$ cat config.mk
export PLATFORM = sky130hd
export DESIGN_NAME = pq_event_source
export DESIGN_NICKNAME = d
export VERILOG_FILES = /design/src/rtl/pq_event_source.sv
export SDC_FILE = /design/constraint.sdc
export NUM_CORES = 1
export LEC_CHECK = 0
export ABC_CLOCK_PERIOD_IN_PS = 5500
export BUFFER_PORTS_ARGS = -buffer_cell sky130_fd_sc_hd__buf_2
export CAP_MARGIN = 5
export CORE_UTILIZATION = 50
export CTS_CLUSTER_DIAMETER = 40
export DETAILED_ROUTE_END_ITERATION = 10
export PLACE_DENSITY_LB_ADDON = 0.3
export SLEW_MARGIN = 10
export SYNTH_ARGS = -nofsm -noshare
export SYNTH_HDL_FRONTEND = slang
export SYNTH_SLANG_ARGS = --single-unit
$ cat constraint.sdc
create_clock -name clk -period 5.5 [get_ports clk]
set_input_delay 1.1 -clock clk [delete_from_list [all_inputs] [get_ports clk]]
set_output_delay 1.1 -clock clk [all_outputs]
set_load 0.02 [all_outputs]
$ cat src/rtl/pq_event_source.sv
`timescale 1ns/1ps
module pq_event_source #(
  parameter int NSRC  = 4,
  parameter int SRC_W = (NSRC > 1) ? $clog2(NSRC) : 1
) (
  input  logic             clk,
  input  logic             rst_n,
  input  logic [NSRC-1:0]  trig_i,
  input  logic [NSRC-1:0]  level_mode_i,
  input  logic             store_eoi_en_i,
  input  logic             shift_fix_i,
  input  logic             req_i,
  input  logic             req_we_i,
  input  logic [SRC_W-1:0] req_src_i,
  input  logic [11:0]      req_off_i,
  output logic             rsp_valid_o,
  output logic [7:0]       rsp_data_o,
  output logic [NSRC-1:0]  notify_o
);

  localparam logic [3:0] C_EOI   = 4'h0;
  localparam logic [3:0] C_TRIG  = 4'h4;
  localparam logic [3:0] C_GET   = 4'h8;
  localparam logic [3:0] C_RETRG = 4'h9;
  localparam logic [3:0] C_MASK  = 4'hA;
  localparam logic [3:0] C_UNMSK = 4'hB;

  logic [1:0]      pq_q [NSRC];
  logic [1:0]      pq_n [NSRC];
  logic [NSRC-1:0] sp_q, sp_n, fire_n, hit;

  logic [11:0] eff_off;
  logic [3:0]  cmd;
  logic        ld, st, known_ld;

  assign eff_off  = shift_fix_i ? (req_off_i | {req_off_i[7:0], 4'b0000}) : req_off_i;
  assign cmd      = eff_off[11:8];
  assign ld       = req_i & ~req_we_i;
  assign st       = req_i &  req_we_i;
  assign known_ld = (cmd == C_EOI) || (cmd == C_GET) || (cmd == C_RETRG) ||
                    (cmd == C_MASK) || (cmd == C_UNMSK) || (cmd[3:2] == 2'b11);

  always_comb begin
    for (int s = 0; s < NSRC; s++) begin
      hit[s]    = req_i && (req_src_i == SRC_W'(s));
      pq_n[s]   = pq_q[s];
      sp_n[s]   = sp_q[s];
      fire_n[s] = 1'b0;
      if (hit[s] && ld) begin
        case (cmd)
          C_EOI: begin
            if (!level_mode_i[s] && pq_q[s][0]) begin
              pq_n[s]   = 2'b10;
              fire_n[s] = 1'b1;
            end else begin
              pq_n[s] = 2'b00;
            end
          end
          C_RETRG: begin
            if (!level_mode_i[s]) begin
              pq_n[s]   = 2'b10;
              fire_n[s] = 1'b1;
            end
          end
          C_MASK: begin
            pq_n[s] = 2'b01;
            sp_n[s] = pq_q[s][1];
          end
          C_UNMSK: begin
            pq_n[s] = sp_q[s] ? 2'b10 : 2'b00;
            sp_n[s] = 1'b0;
          end
          default: begin
            if (cmd[3:2] == 2'b11) pq_n[s] = cmd[1:0];
          end
        endcase
      end
      if (hit[s] && st && cmd == C_EOI && store_eoi_en_i) begin
        if (!level_mode_i[s] && pq_q[s][0]) begin
          pq_n[s]   = 2'b10;
          fire_n[s] = 1'b1;
        end else begin
          pq_n[s] = 2'b00;
        end
      end
      if (level_mode_i[s]) begin
        if (trig_i[s] && pq_n[s] == 2'b00) begin
          pq_n[s]   = 2'b10;
          fire_n[s] = 1'b1;
        end
      end else if (trig_i[s] || (hit[s] && st && cmd == C_TRIG)) begin
        if (pq_n[s] == 2'b00) begin
          pq_n[s]   = 2'b10;
          fire_n[s] = 1'b1;
        end else if (pq_n[s] == 2'b10) begin
          pq_n[s] = 2'b11;
        end
      end
    end
  end

  always_ff @(posedge clk) begin
    if (!rst_n) begin
      for (int s = 0; s < NSRC; s++) pq_q[s] <= 2'b01;
      sp_q        <= '0;
      notify_o    <= '0;
      rsp_valid_o <= 1'b0;
      rsp_data_o  <= '0;
    end else begin
      for (int s = 0; s < NSRC; s++) pq_q[s] <= pq_n[s];
      sp_q        <= sp_n;
      notify_o    <= fire_n;
      rsp_valid_o <= ld;
      if (ld) rsp_data_o <= known_ld ? {6'b0, pq_q[req_src_i]} : 8'hFF;
    end
  end

  AST_RSP_FOLLOWS_LOAD: assert property (@(posedge clk) disable iff (!rst_n)
    ld |=> rsp_valid_o);

  for (genvar g = 0; g < NSRC; g++) begin : g_chk
    AST_NOTIFY_LEAVES_P: assert property (@(posedge clk) disable iff (!rst_n)
      notify_o[g] |-> pq_q[g][1]);
    AST_NO_FIRE_WHILE_P: assert property (@(posedge clk) disable iff (!rst_n)
      (pq_q[g][1] && !hit[g]) |=> !notify_o[g]);
    AST_MASK_LANDS: assert property (@(posedge clk) disable iff (!rst_n)
      (ld && hit[g] && cmd == C_MASK) |=> pq_q[g] == 2'b01);
    AST_SET11_HOLDS: assert property (@(posedge clk) disable iff (!rst_n)
      (ld && hit[g] && cmd == 4'hF) |=> pq_q[g] == 2'b11);
    AST_GET_KEEPS: assert property (@(posedge clk) disable iff (!rst_n)
      (ld && hit[g] && cmd == C_GET && !trig_i[g]) |=> pq_q[g] == $past(pq_q[g]));
  end

endmodule

Word-level counts from Yosys, hierarchy flattened

Memory sizes are Yosys's and may differ from the RTL's.
Index checks and enable logic that the tools add are counted.
W data, S select, Z words.

Flip-flop bits (word level): 17
Memory bits (writable): 8
Input port bits: 28
Output and inout port bits: 13
Memories: 1

Eq/ne operators: 13
Mux-type cells: 100
Bitwise logic cells: 8
Reduce and logical (&&, ||, !) cells: 56

Memory list:

| name | words | width | read ports | clocked after memory_dff | write ports | line | text |
|---|---|---|---|---|---|---|---|
| pq_q | 4     | 2     | 5          | 0                        | 4           | 28   | `logic [1:0] pq_q [NSRC];` |

Operators with widths:

| operator             | number |
|---|---|
| $mux W2              | 48 |
| $mux W1              | 38 |
| $logic_and A1 B1 Y1  | 32 |
| $pmux W2 S4          | 4 |
| $eq A4 B4 Y1 const B | 4 |
| $pmux W1 S2          | 8 |
| $eq A2 B2 Y1 const B | 7 |
| $mux W12             | 1 |
| $or A12 B12 Y12      | 1 |
| $logic_not A2 Y1     | 5 |
| $logic_or A1 B1 Y1   | 9 |
| $mux W8              | 1 |
| $reduce_and A2 Y1    | 4 |
| $eq A4 B3 Y1 const B | 1 |
| $logic_not A1 Y1     | 4 |
| $logic_not A4 Y1     | 1 |
| $or A1 B1 Y1         | 4 |
| $and A1 B1 Y1        | 2 |
| $eq A2 B1 Y1 const B | 1 |
| $reduce_bool A2 Y1   | 1 |
| $not A1 Y1           | 1 |

Depth between registers and ports, before layout

Depth after elaboration: 13
Mapped depth: 8
Depth with buffers taken out: 6

Least setup slack after synthesis

OpenSTA, ideal clock, no wires.

Path type: input to register
Start: input shift_fix_i
End: memory pq_q[2][0]
Data arrival time: 2.414 ns
Setup slack: 2.966 ns
Cell stages on the path: 7
Path through: buf_6 > a21oi_2 > buf_6 > o21ai_2 > a221o_1 > a31o_2 > a211o_1

RTL lines:

| item            | line | text |
|---|---|---|
| start, declared | 11   | `input logic shift_fix_i,` |
| end, declared   | 28   |  |

==> results.sh <==
export IMPL_layout_common_cells="buf_2 (36), nor2_1 (24), nand2_1 (24)"
export IMPL_clkSinkCount=20
export IMPL_wl_mm=5.05
export IMPL_max_vdd_ir_drop_v=0.000142
export IMPL_critPathMaxStageDelay_ps=480
export IMPL_grt_pass1_wl_mm=8.57
export IMPL_hold_ws_ps=473
export IMPL_hpwl_mm=3.74
export IMPL_clk_latency_ps=330
export IMPL_crit_family="compound AO/OA/AOI/OAI gates"
export IMPL_die_w_um=62.4
export IMPL_placementRows=21
export IMPL_setup_viol=0
export IMPL_post_place_cells=299
export IMPL_report_final_hold_viol_count=0
export IMPL_cts_made_buffers=3
export IMPL_syn_area_per_cell_um2=7.86
export IMPL_drv_cap=0
export IMPL_synthArstFlopShare=0
export IMPL_vias=2020
export IMPL_status="completed"
export IMPL_io_pins=41
export IMPL_hold_path_class="reg2reg"
export IMPL_hold_end="sp_q[1]"
export IMPL_grt_pass1_vias=1755
export IMPL_crit_path_start_kind="input pin"
export IMPL_antenna_found_initial=0
export IMPL_worstPathCellList="buf_2, a21oi_1, nand3_1, o311ai_1, a32oi_1, o21a_1, o311ai_2"
export IMPL_ys_warn_count=0
export IMPL_netlist_area_um2=1820
export IMPL_leakage_nw=0.702
export IMPL_grt_max_degree=23
export IMPL_busiest_layer="met2"
export IMPL_max_slew_margin=0.528
export IMPL_clockBufferDepth=2
export IMPL_mostFrequentLayoutCell="buf_2"
export IMPL_maxSlewViolCount=0
export IMPL_diodes=0
export IMPL_reg2reg_slack_ps=3870
export IMPL_die_area_um2=3890
export IMPL_fin_tns_setup_ps=0
export IMPL_reg2reg_to="pq_q[0][0]"
export IMPL_grt_use_total=0.271
export IMPL_ys_ff_latch=20
export IMPL_rsz0062_at_grt="false"
export IMPL_drc=0
export IMPL_instances_no_fill=303
export IMPL_r2r_cells=6
export IMPL_cp_required_ps=5750
export IMPL_max_freq_ghz=0.365
export IMPL_crit_slowest_cell="a21oi_1"
export IMPL_ant_nets=0
export IMPL_worst_pin_slew_ps=708
export IMPL_cp_arrival_ps=2990
export IMPL_path_buf_inv=1
export IMPL_regToRegStartpoint="pq_q[0][0]"
export IMPL_yosysSeqAreaShare=0.220
export IMPL_use_met3=0.0310
export IMPL_syn_inst=232
export IMPL_port_buffers=36
export IMPL_worstHoldStart="sp_q[1]"
export IMPL_initial_core_util=0.534
export IMPL_cts_hold_buf=0
export IMPL_viasPerCell=6.67
export IMPL_cts_root_buf="clkbuf_4"
export IMPL_setup_worst_path_end_class="flop"
export IMPL_cts_resized=0
export IMPL_syn2layout_area_growth_pct=9.81
export IMPL_layout_drive_gt1_share=0.261
export IMPL_synth_edf_count=0
export IMPL_met1_usage=0.372
export IMPL_wire_per_inst_um=16.7
export IMPL_hold_depth=2
export IMPL_synth_fp_nets=260
export IMPL_skew_ps=21.1
export IMPL_finalCriticalPeriod_ps=2740
export IMPL_yosysUniqueCellTypes=63
export IMPL_clk_pin_slew_ps=150
export IMPL_worstPathMaxFanout=12
export IMPL_gp_congestion=0.929
export IMPL_criticalPathCategory="in2reg"
export IMPL_ys_flop_type="dfxtp_1"
export IMPL_cts_tree="yes"
export IMPL_nets=286
export IMPL_drt_iter0_drc=170
export IMPL_grt_ovfl_total=0
export IMPL_stdcell_area_um2=2000
export IMPL_cts_max_level=1
export IMPL_cts_setup_buffers=0
export IMPL_drt_pre_antenna_iters=5
export IMPL_met2_usage=0.445
export IMPL_die_height_um=62.4
export IMPL_finalCritPeriodShare=0.499
export IMPL_pwr_density_cell_nw_per_um2=190
export IMPL_place_area_um2=1950
export IMPL_core_um2=3420
## per-layer routing
metal / up-vias / share of wire
met5: - / 0
met4: 0 / 0.016
met3: 10 / 0.093
met2: 126 / 0.47
met1: 934 / 0.43
li1: 950 / -
## worst max path at each step
stage	from	endpoint	slack [ps]	cells past startpoint
after floorplan	shift_fix_i	pq_q[2][0]	2970	7
after global placement	shift_fix_i	pq_q[1][0]	2480	7
after detailed placement	shift_fix_i	pq_q[1][0]	2500	7
after CTS	shift_fix_i	pq_q[1][0]	2830	7
after global routing	shift_fix_i	pq_q[1][0]	2660	7
final	shift_fix_i	pq_q[1][0]	2760	7
## power breakdown
part           internal, mW  switching, mW  total [mW]
logic                0.0344         0.0647      0.0991
registers             0.149        0.00399       0.153
clock network        0.0736         0.0556       0.129
## sequential cells by signal (all words and copies together) (netlist names)
register	flops
rsp_data_o	3
pq_q	8
notify_o	4
rsp_valid_o	1
sp_q	4
## synth_stat cells, types with 3 or more instances
library cell / number / area (um2)
nor2_1: 24 / 90.1
nand3_1: 10 / 50.1
nor4_1: 7 / 43.8
a21o_1: 4 / 30.0
o21ai_0: 8 / 40.0
a21oi_2: 3 / 26.3
buf_6: 4 / 45.0
buf_4: 6 / 45.0
nand4_1: 6 / 37.5
a31oi_1: 5 / 31.3
nor3_1: 10 / 50.1
o311ai_1: 4 / 35.0
nand2b_1: 4 / 25.0
a211oi_1: 4 / 30.0
dfxtp_1: 20 / 400
o211ai_1: 4 / 30.0
nand2_1: 24 / 90.1
a21oi_1: 12 / 60.1
o21a_1: 6 / 45.0
a21boi_0: 7 / 52.6
nor2b_1: 6 / 37.5
## layout make-up
class | instances | area (um2)
fill | 331 | 1410
multi-input combinational | 197 | 1310
sequential | 20 | 400
timing repair buffer | 36 | 180
tap | 46 | 57.6
clock inverter | 1 | 30.0
clock buffer | 3 | 22.5
## logic make-up after synthesis
| kind of cell | after synthesis | share of synthesized area |
|---|---|---|
| mux | 3 | 0.0302 |
| buf+inv | 15 | 0.0611 |
| simple gates | 108 | 0.315 |
| compound gates | 86 | 0.374 |
| flops | 20 | 0.220 |
## tightest hold or removal path, cell delays in order, from the launching register on
cell,delay (ps)
dfxtp_1,340
nand2_1,50
a21boi_0,60
## through the flow
stage	power, mW	util	setup WS (ps)
after global routing	0.397	0.586	2660
after global placement	0.251	0.571	2480
after floorplan	0.226	-	2970
final	0.381	0.586	2760
after CTS	0.377	0.586	2830
after detailed placement	0.252	0.571	2500
Note: power is estimated with default switching activity, not from simulation.
